[config.mk]
export PLATFORM = sky130hd
export DESIGN_NAME = burst_seq_gen
export DESIGN_NICKNAME = d
export VERILOG_FILES = /design/src/rtl/burst_seq_pkg.sv /design/src/rtl/burst_base_reg.sv /design/src/rtl/beat_counter.sv /design/src/rtl/ofs_mapper.sv /design/src/rtl/burst_seq_gen.sv
export SDC_FILE = /design/constraint.sdc
export NUM_CORES = 1
export LEC_CHECK = 0
export ABC_AREA = 1
export BUFFER_PORTS_ARGS = -buffer_cell sky130_fd_sc_hd__buf_2
export CAP_MARGIN = 20
export CORE_ASPECT_RATIO = 1.1
export CORE_MARGIN = 10
export CORE_UTILIZATION = 40
export DETAILED_ROUTE_END_ITERATION = 16
export MAX_ROUTING_LAYER = met4
export PLACE_DENSITY_LB_ADDON = 0.12
export SLEW_MARGIN = 10
export SYNTH_ARGS = -nofsm -noshare
export SYNTH_HDL_FRONTEND = slang
export SYNTH_SLANG_ARGS = --single-unit
[constraint.sdc]
create_clock -name clk -period 2.1 [get_ports clk]
set_clock_uncertainty 0.15 [all_clocks]
set_input_delay 0.42 -clock clk [delete_from_list [all_inputs] [get_ports clk]]
set_output_delay 0.42 -clock clk [all_outputs]
set_load 0.05 [all_outputs]
[src/rtl/burst_seq_pkg.sv]
package burst_seq_pkg;

  // Widest offset supported by the arithmetic helpers
  localparam int MAX_OFS_W = 8;

  typedef enum logic {
    ORD_LINEAR     = 1'b0,
    ORD_INTERLEAVE = 1'b1
  } order_e;

  // Interleaved beat offset: start xor beat
  function automatic logic [MAX_OFS_W-1:0] ofs_interleave(
    input logic [MAX_OFS_W-1:0] start,
    input logic [MAX_OFS_W-1:0] beat
  );
    return start ^ beat;
  endfunction

  // Linear beat offset: start plus beat, truncated by the caller
  function automatic logic [MAX_OFS_W-1:0] ofs_linear(
    input logic [MAX_OFS_W-1:0] start,
    input logic [MAX_OFS_W-1:0] beat
  );
    return start + beat;
  endfunction

endpackage

[src/rtl/burst_base_reg.sv]
module burst_base_reg #(
  parameter int ADDR_W = 16,
  parameter int OFS_W  = 2,
  localparam int HI_W  = ADDR_W - OFS_W
) (
  input  logic                 clk,
  input  logic                 rst_n,
  input  logic                 load_i,
  input  logic [ADDR_W-1:0]    addr_i,
  input  burst_seq_pkg::order_e order_i,
  output logic [HI_W-1:0]      hi_q,
  output logic [OFS_W-1:0]     start_q,
  output burst_seq_pkg::order_e order_q
);

  always_ff @(posedge clk or negedge rst_n) begin
    if (!rst_n) begin
      hi_q    <= '0;
      start_q <= '0;
      order_q <= burst_seq_pkg::ORD_INTERLEAVE;
    end else if (load_i) begin
      hi_q    <= addr_i[ADDR_W-1:OFS_W];
      start_q <= addr_i[OFS_W-1:0];
      order_q <= order_i;
    end
  end

endmodule

[src/rtl/beat_counter.sv]
module beat_counter #(
  parameter int OFS_W = 2
) (
  input  logic             clk,
  input  logic             rst_n,
  input  logic             clr_i,
  input  logic             inc_i,
  output logic [OFS_W-1:0] beat_q,
  output logic             wrap_o
);

  localparam logic [OFS_W-1:0] LAST = '1;

  // A step from the final beat rolls over to beat 0
  assign wrap_o = inc_i && !clr_i && (beat_q == LAST);

  always_ff @(posedge clk or negedge rst_n) begin
    if (!rst_n)      beat_q <= '0;
    else if (clr_i)  beat_q <= '0;
    else if (inc_i)  beat_q <= beat_q + 1'b1;
  end

endmodule

[src/rtl/ofs_mapper.sv]
module ofs_mapper #(
  parameter int OFS_W = 2
) (
  input  logic [OFS_W-1:0]      start_i,
  input  logic [OFS_W-1:0]      beat_i,
  input  burst_seq_pkg::order_e order_i,
  output logic [OFS_W-1:0]      ofs_o
);

  import burst_seq_pkg::*;

  logic [MAX_OFS_W-1:0] start_x, beat_x, il_x, ln_x;

  assign start_x = MAX_OFS_W'(start_i);
  assign beat_x  = MAX_OFS_W'(beat_i);
  assign il_x    = ofs_interleave(start_x, beat_x);
  assign ln_x    = ofs_linear(start_x, beat_x);

  always_comb begin
    if (order_i == ORD_INTERLEAVE) ofs_o = il_x[OFS_W-1:0];
    else                           ofs_o = ln_x[OFS_W-1:0];
  end

endmodule

[src/rtl/burst_seq_gen.sv]
module burst_seq_gen #(
  parameter int ADDR_W = 16,
  parameter int OFS_W  = 2,
  localparam int HI_W  = ADDR_W - OFS_W
) (
  input  logic              clk,
  input  logic              rst_n,
  input  logic              load_i,
  input  logic              adv_n_i,
  input  logic              order_i,
  input  logic [ADDR_W-1:0] addr_i,
  output logic [ADDR_W-1:0] addr_o,
  output logic [OFS_W-1:0]  beat_o
);

  import burst_seq_pkg::*;

  // Named events for the checker
  logic load_evt, step_evt, hold_evt, wrap_evt;

  logic [HI_W-1:0]  hi_q;
  logic [OFS_W-1:0] start_q;
  logic [OFS_W-1:0] beat_q;
  logic [OFS_W-1:0] ofs;
  order_e           order_q;
  order_e           order_in;

  assign order_in = order_e'(order_i);
  assign load_evt = load_i;
  assign step_evt = !load_i && !adv_n_i;
  assign hold_evt = !load_i && adv_n_i;

  burst_base_reg #(.ADDR_W(ADDR_W), .OFS_W(OFS_W)) u_base (
    .clk     (clk),
    .rst_n   (rst_n),
    .load_i  (load_evt),
    .addr_i  (addr_i),
    .order_i (order_in),
    .hi_q    (hi_q),
    .start_q (start_q),
    .order_q (order_q)
  );

  beat_counter #(.OFS_W(OFS_W)) u_beat (
    .clk    (clk),
    .rst_n  (rst_n),
    .clr_i  (load_evt),
    .inc_i  (step_evt),
    .beat_q (beat_q),
    .wrap_o (wrap_evt)
  );

  ofs_mapper #(.OFS_W(OFS_W)) u_map (
    .start_i (start_q),
    .beat_i  (beat_q),
    .order_i (order_q),
    .ofs_o   (ofs)
  );

  assign addr_o = {hi_q, ofs};
  assign beat_o = beat_q;

endmodule

After elaboration in Yosys (flattened, before gate mapping)
Index checks and enable logic that the tools add are counted.
Operators by class
  reduce and logical (&&, ||, !) cells: 4
  mux-type cells: 3
  add/subtract/negate cells: 2
  bitwise logic cells: 1
Operator list (count)
  2-bit two-way mux: 3
  2-bit by 1-bit adder with 2-bit output (second input constant): 1
  2-bit adder: 1
  1-bit zero test: 2
  2-bit nonzero test: 1
  2-bit bitwise XOR: 1
  1-bit logical AND: 1
Word-level totals
  logic and storage cells: 14
  input bits: 21
  register bits: 19

Logic depth before layout (Yosys ltp)
  depth in word-level cells: 4
  mapped depth: 6

Modules after synthesis
Synthesis repeated with hierarchy kept, for this count alone.
Unflattened totals
  cells, all modules: 101
  area total of the unflattened synthesis: 860.8 µm²
Modules (own cells, without submodules)
  burst_base_reg: cells each 72, area an instance 681.9 µm², sequential area each 426.7 µm², instances 1
  beat_counter: cells each 13, area an instance 107.6 µm², sequential area each 50.0 µm², instances 1
  ofs_mapper: cells each 15, area an instance 67.6 µm², sequential area each 0.0 µm², instances 1
  burst_seq_gen: cells each 1, area an instance 3.8 µm², sequential area each 0.0 µm², instances 1

Worst setup path before layout
OpenSTA, ideal clock, no wires.
  path type: flip-flop to output port
  start: register u_beat.beat_q[0]
  end: output port addr_o[1]
  arrival time: 1.386 ns
  data required time: 1.530 ns
  slack: 0.144 ns
  cell stages (with the launch flop): 6
  buffers on the path: 0
  cells stage by stage: dfrtp_1 > ha_1 > nand2_1 > nand3_1 > nand2_1 > inv_1
On the way
  word-level cells in the longest chain between the ends: 2
RTL lines
  start, declared: RTL line beat_counter.sv:8  | output logic [OFS_W-1:0] beat_q,
  start signal, assigned: RTL line beat_counter.sv:20  | else if (inc_i) beat_q <= beat_q + 1'b1;
  2-bit adder: RTL line burst_seq_pkg.sv:24  | return start + beat;
  2-bit two-way mux: RTL line ofs_mapper.sv:20  | if (order_i == ORD_INTERLEAVE) ofs_o = il_x[OFS_W-1:0];
  end, declared: RTL line burst_seq_gen.sv:12  | output logic [ADDR_W-1:0] addr_o,
Every way passes these cells.

Worst setup path after layout
Same ends and word-level chain as after synthesis.

==> qor.txt <==
STATUS
------------------------------------------------------------------------------
Status                                                            finished, final reports clean

SETUP PATH
------------------------------------------------------------------------------
CP most frequent cell                                                    inv_1
Slowest stage cell, crit path                                          dfrtp_1
Worst Setup SP                                                    u_beat.beat_q[0]$_DFFE_PN0P_
Worst EP required                                                      1530 ps
Nature of the critical path endpoint                               output port
Arrival @ worst endpoint                                               1390 ps
CP endpoint                                                          addr_o[1]
Critical Setup Path Class                                         flip-flop to output port
Stage delay of the slowest cell on the critical path                    430 ps
Worst reg-to-reg path cell count                                             3
Reg-to-reg critical path startpoint                               u_beat.beat_q[0]$_DFFE_PN0P_
Worst-path maximum fanout                                                    5
Largest delay share family, worst path                              flip-flops
Kind of start point of the critical path                             flip-flop
Cell breakdown of the critical path                               ha_1 -> inv_1 -> nor2_1 -> nand3_1 -> nand2_1 -> inv_1 -> clkbuf_4
Reg-to-reg critical path endpoint                                 u_beat.beat_q[1]$_DFFE_PN0P_
R2R Setup Slk                                                          1080 ps
Total buffers and inverters traversed by the critical path                   3
Critical path depth in cells                                                 7

CLOCK NETWORK
------------------------------------------------------------------------------
H-tree depth                                                                 1
Reg clk slew, reported paths                                            110 ps
Number of sinks on the clock net                                            19
Clk Latency, worst-skew pair                                            290 ps
CTS Root Buffer Type                                                  clkbuf_4
Cts bufs inserted                                                            3
TritonCTS clock tree                                                       yes
Maximum buffer depth of the clock tree                                       2

GLOBAL ROUTING
------------------------------------------------------------------------------
Overall Global Routing Usage                                             9.77%
Largest net degree at the start of global routing                           21
Gr ovfl total                                                                0
Met3 Resource Use GR                                                     2.48%
Routing layer with the top usage in global route                          met2
Initial antenna violation count                                              0
Met1 track utilization from global routing                               9.79%
Wire length of the first global-routing pass                           3280 um
M2 GR Usage                                                              17.1%
Number of global-route vias before repair                                  767

LOGIC SYNTHESIS
------------------------------------------------------------------------------
Seq/Total Area, Yosys                                                    58.8%
Top cells by instance count after synthesis                       nand2_1, dfrtp_1, inv_1
Post-Syn Area                                                          811 um2
Distinct cell type count of the synthesized netlist                         13
Cell count after synthesis                                                  94
Most used DFF post-synth                                               dfrtp_1
Yosys top cell by area                                                 dfrtp_1
Top cell type's share of synthesized area                                55.6%
Synth warnings                                                               0
Number of enable-type register cells in the synthesized netlist              0
Syn_nets                                                                   116
Per-instance average area after synthesis                             8.63 um2
Synthesized flop and latch total                                            19
Leading cell types by total area after synthesis                  dfrtp_1, nand2_1, dfstp_2, buf_6, inv_1
Share of synthesized registers carrying an async set or reset             100%
Cell with the most instances after synthesis                           nand2_1

FLOORPLAN
------------------------------------------------------------------------------
Chip Height                                                            67.2 um
FP Rows                                                                     17
Top-level I/O count                                                         39
Die area                                                           0.00423 mm2
Starting utilization of the core area                                    41.0%
Horizontal die dimension                                               62.9 um
Core Box Area                                                      0.00198 mm2

TIMING
------------------------------------------------------------------------------
Setup repair after global routing missed its margin                         no
Crit path time final                                                   1960 ps
Final critical-path share of the clock period                            93.5%
Setup-failing EPs final                                                      0
Max_slew headroom                                                        72.3%
Final count of hold timing violations                                        0
Final slew viol count                                                        0
Final worst hold slack                                                  165 ps
Slew @ Worst Pin                                                        416 ps
Fin Setup TNS                                                             0 ps
Timing-limited maximum frequency                                     0.509 GHz

DRT
------------------------------------------------------------------------------
Final routed wirelength across all metal layers                        1880 um
Via count normalized by instance count                                    4.27
Initial detailed-routing violation count                                    26
Number of detailed-route iterations in the first pass                        4
Via count of the routed design                                             696
DRC viols                                                                    0
Routed WL per cell                                                     11.5 um
Routed Antenna Nets                                                          0

POWER
------------------------------------------------------------------------------
Peak supply drop                                                      0.439 mV
Power per Cell Area                                                 803 mW/mm2
Leakage power summed over all cells                                   0.619 nW

FLOW RUN
------------------------------------------------------------------------------
Max-cap viol count                                                           0

PLACED DESIGN
------------------------------------------------------------------------------
Routability-driven placement congestion ratio                            0.660
PortBufs                                                                    38
Sum of net half-perimeters after detailed placement                    1400 um

CELLS AND AREA
------------------------------------------------------------------------------
Area Overhead vs Synth                                                   28.4%
Layout cell share with drive strength beyond 1                           34.1%
Number of antenna repair diodes                                              0
Number of nets in the final layout                                         158
Final core utilization                                                   52.6%
Fill cell instance count of the final layout                               230

WORST HOLD PATH
------------------------------------------------------------------------------
Worst min path class                                              primary input to flip-flop

-- area by class of cell --
type / count / area, um2 / share of cell area, %
multi-input combinational: 65 / 265 / 25.5
timing repair buffer: 40 / 210 / 20.2
clock buffer: 3 / 22.5 / 2.16
inverter: 7 / 26.3 / 2.52
clock inverter: 1 / 5.00 / 0.481
sequential: 19 / 477 / 45.8
tap: 28 / 35.0 / 3.37
-- routing by layer --
layer | part of all wire, % | wire length, um
met1 | 42 | 793
met2 | 50 | 945
met3 | 5.5 | 103
met4 | 1.9 | 36
met5 | 0 | 0
-- through the flow --
step                      cell area, um2  power (W)  instances  setup WS (ps)
after floorplan                      811   0.000598         94            144
after global placement               993   0.000658        157            445
after detailed placement             993   0.000661        157            418
after CTS                           1030   0.000847        162           70.0
after global routing                1040   0.000892        163           20.7
final                               1040   0.000836        163            137
-- power breakdown --
group,switching [W],leakage [nW],internal (W)
clock network,0.000110,0.0177,0.0000709
registers,0.0000173,0.232,0.000398
logic,0.000179,0.370,0.0000597
-- registers in the layout, summed over array words and instances (netlist names) --
register,cells
u_base.hi_q,14
u_base.start_q,2
u_beat.beat_q,2
u_base.order_q,1
-- cell families after synthesis --
logic type	count (synthesis)	synth area share, %
AO/OA/AOI/OAI	5	3.09
flip-flops	19	58.8
buffers and inverters	10	8.49
AND/OR/NAND/NOR	59	28.1
adder cells (fa/ha/maj)	1	1.54
-- timing repair --
action	CTS	global route
buffers inserted	0	1
hold buffers	1	0
setup endpoints to repair	0	1
resized for setup	0	1
endpoints found under the hold margin	18	0
-- how the worst min path moves through the flow --
stage	from	endpoint	slack (ps)	cells after the start
4_1_cts	addr_i[11]	u_base.hi_q[9]$_DFFE_PN0P_	150	3
6_report	addr_i[11]	u_base.hi_q[9]$_DFFE_PN0P_	160	3
2_1_floorplan	rst_n	u_base.hi_q[0]$_DFFE_PN0P_	-30	0
3_5_place_dp	rst_n	u_base.hi_q[1]$_DFFE_PN0P_	230	1
5_1_grt	addr_i[2]	u_base.hi_q[0]$_DFFE_PN0P_	140	3
3_3_place_gp	rst_n	u_base.hi_q[1]$_DFFE_PN0P_	230	1
-- worst reg2reg max path: stages, from the launching register on --
cell     delay (ps)
dfrtp_1         430
buf_4           150
a21oi_1         130
nor2_1           60
-- cells in the final DEF (no fill, tap or decap) --
cell type      synthesis  routed
buf_4                  0       1
inv_1                  6       6
dfstp_2                1       1
clkinv_2               0       1
a21oi_1                2       2
nand2_1               53      53
nand3_1                3       3
clkbuf_4               0       4
nor2_1                 2       2
o21ai_0                3       3
ha_1                   1       1
buf_2                  0      37
dlygate4sd3_1          0       1
inv_2                  1       1
nand2_2                1       1
dfrtp_1               18      18
(Power assumes the default switching activity.)
